--- src/rtl/sdram_seq_pkg.sv ---
package sdram_seq_pkg;

  // {cs_n, ras_n, cas_n, we_n}
  typedef enum logic [3:0] {
    CMD_PRE = 4'b0010,
    CMD_ACT = 4'b0011,
    CMD_RD  = 4'b0101,
    CMD_WR  = 4'b0100,
    CMD_NOP = 4'b0111
  } sd_cmd_e;

  typedef enum logic [2:0] {
    PH_IDLE,
    PH_PRE,
    PH_ROW,
    PH_COL,
    PH_SUSP,
    PH_WREC
  } phase_e;

  typedef struct packed {
    logic [1:0] pre;
    logic [1:0] rcd;
    logic [1:0] col;
    logic       susp;
    logic       wrec;
  } cfg_t;

  localparam int TMR_W = 2;

  // read column phase: 0 -> 2 cycles, 1 -> 3, 2/3 -> 4; returns length minus one
  function automatic logic [TMR_W-1:0] col_load(input logic [1:0] f);
    return (f >= 2'd2) ? 2'd3 : f + 2'd1;
  endfunction

endpackage

--- src/rtl/sdram_seq_timer.sv ---
module sdram_seq_timer #(
  parameter int W = 2
) (
  input  logic         clk,
  input  logic         rst,
  input  logic         load,
  input  logic [W-1:0] load_val,
  output logic         last
);

  logic [W-1:0] cnt;

  always_ff @(posedge clk) begin
    if (rst) begin
      cnt <= '0;
    end else if (load) begin
      cnt <= load_val;
    end else if (cnt != '0) begin
      cnt <= cnt - 1'b1;
    end
  end

  assign last = (cnt == '0);

endmodule

--- src/rtl/sdram_seq_pins.sv ---
module sdram_seq_pins
  import sdram_seq_pkg::*;
#(
  parameter int BA_W   = 2,
  parameter int ROW_W  = 12,
  parameter int DATA_W = 16
) (
  input  logic              clk,
  input  logic              rst,
  input  sd_cmd_e           cmd_nxt,
  input  logic [BA_W-1:0]   ba_nxt,
  input  logic [ROW_W-1:0]  addr_nxt,
  input  logic              cke_nxt,
  input  logic              oe_nxt,
  input  logic [DATA_W-1:0] dq_nxt,
  output logic              sd_cs_n,
  output logic              sd_ras_n,
  output logic              sd_cas_n,
  output logic              sd_we_n,
  output logic              sd_cke,
  output logic [BA_W-1:0]   sd_ba,
  output logic [ROW_W-1:0]  sd_addr,
  output logic              sd_dq_oe,
  output logic [DATA_W-1:0] sd_dq_out
);

  always_ff @(posedge clk) begin
    if (rst) begin
      {sd_cs_n, sd_ras_n, sd_cas_n, sd_we_n} <= CMD_NOP;
      sd_cke    <= 1'b1;
      sd_ba     <= '0;
      sd_addr   <= '0;
      sd_dq_oe  <= 1'b0;
      sd_dq_out <= '0;
    end else begin
      {sd_cs_n, sd_ras_n, sd_cas_n, sd_we_n} <= cmd_nxt;
      sd_cke    <= cke_nxt;
      sd_ba     <= ba_nxt;
      sd_addr   <= addr_nxt;
      sd_dq_oe  <= oe_nxt;
      sd_dq_out <= dq_nxt;
    end
  end

endmodule

--- src/rtl/sdram_seq_rdcap.sv ---
module sdram_seq_rdcap #(
  parameter int DATA_W = 16
) (
  input  logic              clk,
  input  logic              rst,
  input  logic              cap,
  input  logic [DATA_W-1:0] dq_in,
  output logic [DATA_W-1:0] rd_data,
  output logic              rd_valid
);

  always_ff @(posedge clk) begin
    if (rst) begin
      rd_valid <= 1'b0;
      rd_data  <= '0;
    end else begin
      rd_valid <= cap;
      if (cap) rd_data <= dq_in;
    end
  end

endmodule

--- src/rtl/sdram_seq.sv ---
module sdram_seq
  import sdram_seq_pkg::*;
#(
  parameter int BA_W   = 2,
  parameter int ROW_W  = 12,
  parameter int COL_W  = 9,
  parameter int DATA_W = 16,
  localparam int ADDR_W = BA_W + ROW_W + COL_W
) (
  input  logic              clk,
  input  logic              rst,
  input  logic              req_valid,
  input  logic              req_write,
  input  logic [ADDR_W-1:0] req_addr,
  input  logic [DATA_W-1:0] req_wdata,
  input  logic [1:0]        cfg_pre_len,
  input  logic [1:0]        cfg_rcd_len,
  input  logic [1:0]        cfg_col_len,
  input  logic              cfg_susp_en,
  input  logic              cfg_wrec_en,
  output logic              busy,
  output logic              done,
  output logic [DATA_W-1:0] rd_data,
  output logic              rd_valid,
  output logic              sd_cke,
  output logic              sd_cs_n,
  output logic              sd_ras_n,
  output logic              sd_cas_n,
  output logic              sd_we_n,
  output logic [BA_W-1:0]   sd_ba,
  output logic [ROW_W-1:0]  sd_addr,
  output logic [DATA_W-1:0] sd_dq_out,
  output logic              sd_dq_oe,
  input  logic [DATA_W-1:0] sd_dq_in
);

  phase_e ph, ph_nxt;

  // access captured at acceptance
  logic              r_wr;
  logic [BA_W-1:0]   r_ba;
  logic [ROW_W-1:0]  r_row;
  logic [COL_W-1:0]  r_col;
  logic [DATA_W-1:0] r_wdata;
  cfg_t              r_cfg;

  logic              accept;
  logic              tmr_load;
  logic [TMR_W-1:0]  tmr_val;
  logic              tmr_last;
  logic              cap;
  logic              done_nxt;
  sd_cmd_e           cmd_nxt;
  logic [BA_W-1:0]   ba_nxt;
  logic [ROW_W-1:0]  addr_nxt;
  logic              cke_nxt;
  logic              oe_nxt;

  sdram_seq_timer #(.W(TMR_W)) u_timer (
    .clk      (clk),
    .rst      (rst),
    .load     (tmr_load),
    .load_val (tmr_val),
    .last     (tmr_last)
  );

  // trailing-cycle selection after the column phase and after suspend
  function automatic phase_e after_col(input cfg_t c, input logic wr);
    if (c.susp)          return PH_SUSP;
    else if (wr && c.wrec) return PH_WREC;
    else                 return PH_IDLE;
  endfunction

  always_comb begin
    ph_nxt   = ph;
    cmd_nxt  = CMD_NOP;
    ba_nxt   = r_ba;
    addr_nxt = r_row;
    cke_nxt  = 1'b1;
    oe_nxt   = 1'b0;
    tmr_load = 1'b0;
    tmr_val  = '0;
    cap      = 1'b0;
    done_nxt = 1'b0;
    accept   = 1'b0;
    unique case (ph)
      PH_IDLE: begin
        if (req_valid) begin
          accept   = 1'b1;
          ph_nxt   = PH_PRE;
          cmd_nxt  = CMD_PRE;
          ba_nxt   = req_addr[ADDR_W-1 -: BA_W];
          tmr_load = 1'b1;
          tmr_val  = cfg_pre_len;
        end
      end
      PH_PRE: begin
        if (tmr_last) begin
          ph_nxt   = PH_ROW;
          cmd_nxt  = CMD_ACT;
          tmr_load = 1'b1;
          tmr_val  = r_cfg.rcd;
        end
      end
      PH_ROW: begin
        if (tmr_last) begin
          ph_nxt   = PH_COL;
          cmd_nxt  = r_wr ? CMD_WR : CMD_RD;
          addr_nxt = ROW_W'(r_col);
          oe_nxt   = r_wr;
          tmr_load = 1'b1;
          tmr_val  = r_wr ? '0 : col_load(r_cfg.col);
        end
      end
      PH_COL: begin
        if (tmr_last) begin
          cap    = !r_wr;
          ph_nxt = after_col(r_cfg, r_wr);
          if (ph_nxt == PH_SUSP) cke_nxt = 1'b0;
          if (ph_nxt == PH_IDLE) done_nxt = 1'b1;
        end
      end
      PH_SUSP: begin
        if (r_wr && r_cfg.wrec) begin
          ph_nxt = PH_WREC;
        end else begin
          ph_nxt   = PH_IDLE;
          done_nxt = 1'b1;
        end
      end
      PH_WREC: begin
        ph_nxt   = PH_IDLE;
        done_nxt = 1'b1;
      end
      default: ph_nxt = PH_IDLE;
    endcase
  end

  always_ff @(posedge clk) begin
    if (rst) begin
      ph      <= PH_IDLE;
      done    <= 1'b0;
      r_wr    <= 1'b0;
      r_ba    <= '0;
      r_row   <= '0;
      r_col   <= '0;
      r_wdata <= '0;
      r_cfg   <= '0;
    end else begin
      ph   <= ph_nxt;
      done <= done_nxt;
      if (accept) begin
        r_wr    <= req_write;
        r_ba    <= req_addr[ADDR_W-1 -: BA_W];
        r_row   <= req_addr[COL_W +: ROW_W];
        r_col   <= req_addr[COL_W-1:0];
        r_wdata <= req_wdata;
        r_cfg   <= '{pre: cfg_pre_len, rcd: cfg_rcd_len, col: cfg_col_len,
                     susp: cfg_susp_en, wrec: cfg_wrec_en};
      end
    end
  end

  assign busy = (ph != PH_IDLE);

  sdram_seq_pins #(.BA_W(BA_W), .ROW_W(ROW_W), .DATA_W(DATA_W)) u_pins (
    .clk       (clk),
    .rst       (rst),
    .cmd_nxt   (cmd_nxt),
    .ba_nxt    (ba_nxt),
    .addr_nxt  (addr_nxt),
    .cke_nxt   (cke_nxt),
    .oe_nxt    (oe_nxt),
    .dq_nxt    (r_wdata),
    .sd_cs_n   (sd_cs_n),
    .sd_ras_n  (sd_ras_n),
    .sd_cas_n  (sd_cas_n),
    .sd_we_n   (sd_we_n),
    .sd_cke    (sd_cke),
    .sd_ba     (sd_ba),
    .sd_addr   (sd_addr),
    .sd_dq_oe  (sd_dq_oe),
    .sd_dq_out (sd_dq_out)
  );

  sdram_seq_rdcap #(.DATA_W(DATA_W)) u_rdcap (
    .clk      (clk),
    .rst      (rst),
    .cap      (cap),
    .dq_in    (sd_dq_in),
    .rd_data  (rd_data),
    .rd_valid (rd_valid)
  );

endmodule

--- config.mk ---
export PLATFORM = sky130hd
export DESIGN_NAME = sdram_seq
export DESIGN_NICKNAME = d
export VERILOG_FILES = /design/src/rtl/sdram_seq_pkg.sv /design/src/rtl/sdram_seq_timer.sv /design/src/rtl/sdram_seq_pins.sv /design/src/rtl/sdram_seq_rdcap.sv /design/src/rtl/sdram_seq.sv
export SDC_FILE = /design/constraint.sdc
export NUM_CORES = 1
export LEC_CHECK = 0
export ABC_AREA = 1
export BUFFER_PORTS_ARGS = -buffer_cell sky130_fd_sc_hd__buf_2
export CAP_MARGIN = 20
export CORE_MARGIN = 2
export CORE_UTILIZATION = 45
export CTS_BUF_LIST = sky130_fd_sc_hd__clkbuf_8
export CTS_CLUSTER_SIZE = 25
export DETAILED_ROUTE_END_ITERATION = 10
export PLACE_DENSITY_LB_ADDON = 0.1
export REMOVE_ABC_BUFFERS = 1
export SLEW_MARGIN = 40
export SYNTH_ARGS = -nofsm -noshare
export SYNTH_HDL_FRONTEND = slang
export SYNTH_SLANG_ARGS = --single-unit
--- constraint.sdc ---
create_clock -name clk -period 3.7 [get_ports clk]
set_clock_uncertainty 0.2 [all_clocks]
set_input_delay 0.555 -clock clk [delete_from_list [all_inputs] [get_ports clk]]
set_output_delay 0.555 -clock clk [all_outputs]
set_load 0.01 [all_outputs]
==> run summary <==
After synthesis, the mean cell area works out to 8.021 um^2. The switching part of the total power was 33.82%; the setup-violating endpoint count in the final report was 0. The total power came out at 3.280 mW. For the maximum resistive drop on vdd, the log shows 0.0002732 V. The clock root buffer master is sky130_fd_sc_hd__clkbuf_8. The run gives 26.6% as the share of total power in the clock network.

The maximum number of pins on one net before global-route repair was 74. After the first detailed-routing iteration, the DRC count stood at 121. The run gives 0 as the number of hold violations in the final report. The die height is 94.06 um, and the proportion of power drawn by flip-flops and latches is 45.8%. The worst slew margin relative to its limit was 57.68%; the floorplan die width was 94.06 um.

STA classifies the critical path startpoint as a flip-flop. Counting every sink on the clock net gives 104. The post-cts sizing count was 0. The worst setup path is of the reg -> reg kind. Timing would allow up to 0.4561 GHz. The run finished with clean final reports.

For the number of standard-cell rows in the floorplan, the log shows 32. The dominant register cell in the synthesized netlist is sky130_fd_sc_hd__dfxtp_1. The worst setup path is captured at a flip-flop. STA puts the critical path data arrival time at 2.29 ns. Setup repair after global routing left no endpoint under its margin. The logs give 27.6% for the combinational share of power and 18.92% for the global router's overall resource usage. The area of the die was 8847 um^2. For the total I/O pin count, the log shows 122. The worst path in the final design needs a cycle of 2.192 ns, including I/O delays and setup. Of all nets on the critical path, the largest fanout is 73. Cells with a size suffix above 1 make up 26.10% of the layout.

The internal power of the cells totals 2.171 mW. Leaving out fill and tap cells, the most frequent cell in the layout is sky130_fd_sc_hd__nor2_1. The path class of the tightest hold or removal check is in -> reg. The tools report the global placer's final weighted congestion as 0.8160. The number of buffers added to fix hold violations after cts was 0. After detailed routing, the total wire length is 7889 um. Summed over all cells, the static leakage comes to 2.235 nW. The total half-perimeter wirelength after legalization and detailed placement is 5354 um, and the number of antenna violations at the first check in global routing is 0. The final total negative setup slack is 0 ns.

The run gives 455 as the number of standard cells after synthesis. Including well taps, the total number of placed cells is 653. The register bit total from synthesis works out to 104. Counting flops with an async set or reset pin after synthesis yields a share of 0%. In this run, CTS created clock tree buffers numbering 9. The per-cell routed wire length is 11.79 um, and the slew of the pin with the lowest slew margin is 0.6349 ns. Power spread over the standard cell area amounts to 725.3 nW/um^2. After detailed routing, the number of remaining DRC violations is 0. The number of warnings issued by yosys is 0. Number of global-route vias before repair: 3016. The share of the Yosys chip area taken by registers is 57.04%. Once detail routing completed, the nets flagged for antenna violations numbered 0. TritonCTS built the clock tree. The H-tree was split into 3 levels. In this run the standard cell core region covers 7807 um^2. The top cell types in the final layout, fill and taps aside, are sky130_fd_sc_hd__nor2_1 (121), sky130_fd_sc_hd__buf_2 (120), sky130_fd_sc_hd__dfxtp_1 (104).

The finished layout holds 669 standard cells, fillers aside. Counting along the longest clock path gives a buffer depth of 2. The reported max-cap violation count was 0; the number of vias in the routed layout was 3148.

The repair_antennas step left the layout with diodes totalling 0. The total overflow reported by the global router is 0, and the post-synthesis instance area is 3650 um^2. The worst setup margin was 1.508 ns; the worst setup slack after placement was 1.357 ns. The number of setup buffers added after CTS is 0. The clock latency at the later pin of the worst-skew pair is 0.36 ns, and the number of synthesized flops with an enable pin is 0. The net count of the finished layout is 631.

Once the floorplan was initialized, standard cells occupied 46.75% of the core. The clock-pin slew reported for the worst setup and hold paths after clock tree synthesis is 0.11 ns, and the number of search-and-repair iterations in the first detailed-routing pass is 4. The global-route wire length before repair is 13140 um, and the switching power of the nets is 1.109 mW. Dividing the detail-routed via count by the number of cells gives 4.706.

The number of distinct standard cells referenced by the synthesized netlist came out at 27. The tools report the number of slew-limit violations in the final report as 0. At the worst endpoint, the required time is 3.79 ns. The signed area change from the synthesized netlist to the final layout works out to 23.93%. After filler insertion, the fill cell instance count of the layout stands at 779. The ratio of final minimum period to clock period works out to 59.25%. The count of buffers added on input and output ports is 120.
[cells in the mapped netlist, types with 2 or more instances]
| cell type | count | area share (%) |
|---|---|---|
| sky130_fd_sc_hd__dfxtp_1 | 104 | 57 |
| sky130_fd_sc_hd__buf_2 | 10 | 1.4 |
| sky130_fd_sc_hd__inv_1 | 41 | 4.2 |
| sky130_fd_sc_hd__clkbuf_1 | 9 | 0.93 |
| sky130_fd_sc_hd__ha_1 | 2 | 0.69 |
| sky130_fd_sc_hd__inv_2 | 4 | 0.41 |
| sky130_fd_sc_hd__buf_4 | 3 | 0.62 |
| sky130_fd_sc_hd__a21oi_1 | 34 | 4.7 |
| sky130_fd_sc_hd__o21ai_1 | 4 | 0.55 |
| sky130_fd_sc_hd__nand3_1 | 12 | 1.6 |
| sky130_fd_sc_hd__o21ai_0 | 69 | 9.5 |
| sky130_fd_sc_hd__nor2_1 | 121 | 12 |
| sky130_fd_sc_hd__nand2_1 | 25 | 2.6 |
| sky130_fd_sc_hd__clkbuf_2 | 2 | 0.27 |
| sky130_fd_sc_hd__nor3_1 | 3 | 0.41 |
[per-stage QoR]
step | area, um^2 | hold slack, ns | util (%)
finish | 4523 | 0.2113 | 57.93
global route | 4523 | 0.1904 | 57.93
CTS | 4523 | 0.1951 | 57.93
global placement | 4262 | 0.2093 | 54.58
detailed placement | 4264 | 0.2121 | 54.62
floorplan | 3518 | 0.1939 | -
[power by group through the flow]
stage	logic [mW]	clock network [mW]	registers [mW]
floorplan	0.564	0	1.56
global placement	0.892	0	1.52
detailed placement	0.913	0	1.53
CTS	0.917	0.896	1.50
global route	1.06	0.942	1.53
finish	0.905	0.874	1.50
[worst paths after layout]
kind	cells past startpoint	start	to	slack, ns
worst min-delay path	3	sd_dq_in[8]	u_rdcap.rd_data[8]$_SDFFE_PP0P_	0.21
worst max register to register	9	ph[0]$_SDFFE_PP0P_	u_timer.cnt[1]$_SDFFE_PP0P_	1.51
worst min register to register	2	r_wdata[11]$_SDFFE_PP0N_	u_pins.sd_dq_out[11]$_SDFF_PP0_	0.23
worst max-delay path	9	ph[0]$_SDFFE_PP0P_	u_timer.cnt[1]$_SDFFE_PP0P_	1.51
[per-layer routing]
metal  GRT usage (%)  routed length [um]
met4           7.609                  74
met2           31.96                3854
met1           23.16                3511
met3           4.494                 449
met5               0                   0
[critical path: stages, from the launching register on]
cell and delay [ns]:
sky130_fd_sc_hd__dfxtp_1 0.41, sky130_fd_sc_hd__nor2_2 0.20, sky130_fd_sc_hd__nand2_2 0.11, sky130_fd_sc_hd__nor2_4 0.41, sky130_fd_sc_hd__inv_4 0.35, sky130_fd_sc_hd__nand2_1 0.19
sky130_fd_sc_hd__inv_1 0.07, sky130_fd_sc_hd__nand2_1 0.05, sky130_fd_sc_hd__nand2_1 0.04, sky130_fd_sc_hd__nor2_1 0.09
[flip-flops by register name, indices dropped and copies added (netlist names), 2 cells and up]
| signal | flops |
|---|---|
| r_row | 12 |
| u_timer.cnt | 2 |
| r_cfg | 6 |
| u_rdcap.rd_data | 16 |
| u_pins.sd_dq_out | 16 |
| r_wdata | 16 |
| u_pins.sd_ba | 2 |
| u_pins.sd_addr | 12 |
| ph | 3 |
| r_ba | 2 |
| r_col | 9 |
[cell families (layout without fill, tap and decap cells)]
kind of cell	after synthesis	count (layout)	share of synthesized area (%)
buffers and inverters	71	183	8.227
adder cells (fa/ha/maj)	2	2	0.6855
flip-flops	104	104	57.04
other	1	1	0.1027
AND/OR/NAND/NOR	168	168	18.82
XOR/XNOR	1	1	0.2400
AO/OA/AOI/OAI	108	108	14.88
[layout make-up]
| class | count | area [um^2] | share of cell area, % |
|---|---|---|---|
| tap | 102 | 127.6 | 2.822 |
| clock buffer | 9 | 123.9 | 2.739 |
| inverter | 45 | 171.4 | 3.790 |
| timing repair buffer | 122 | 615.6 | 13.61 |
| sequential | 104 | 2082 | 46.03 |
| clock inverter | 7 | 135.1 | 2.988 |
| multi-input combinational | 280 | 1267 | 28.02 |
No activity file was read; power rests on OpenSTA's default activity.
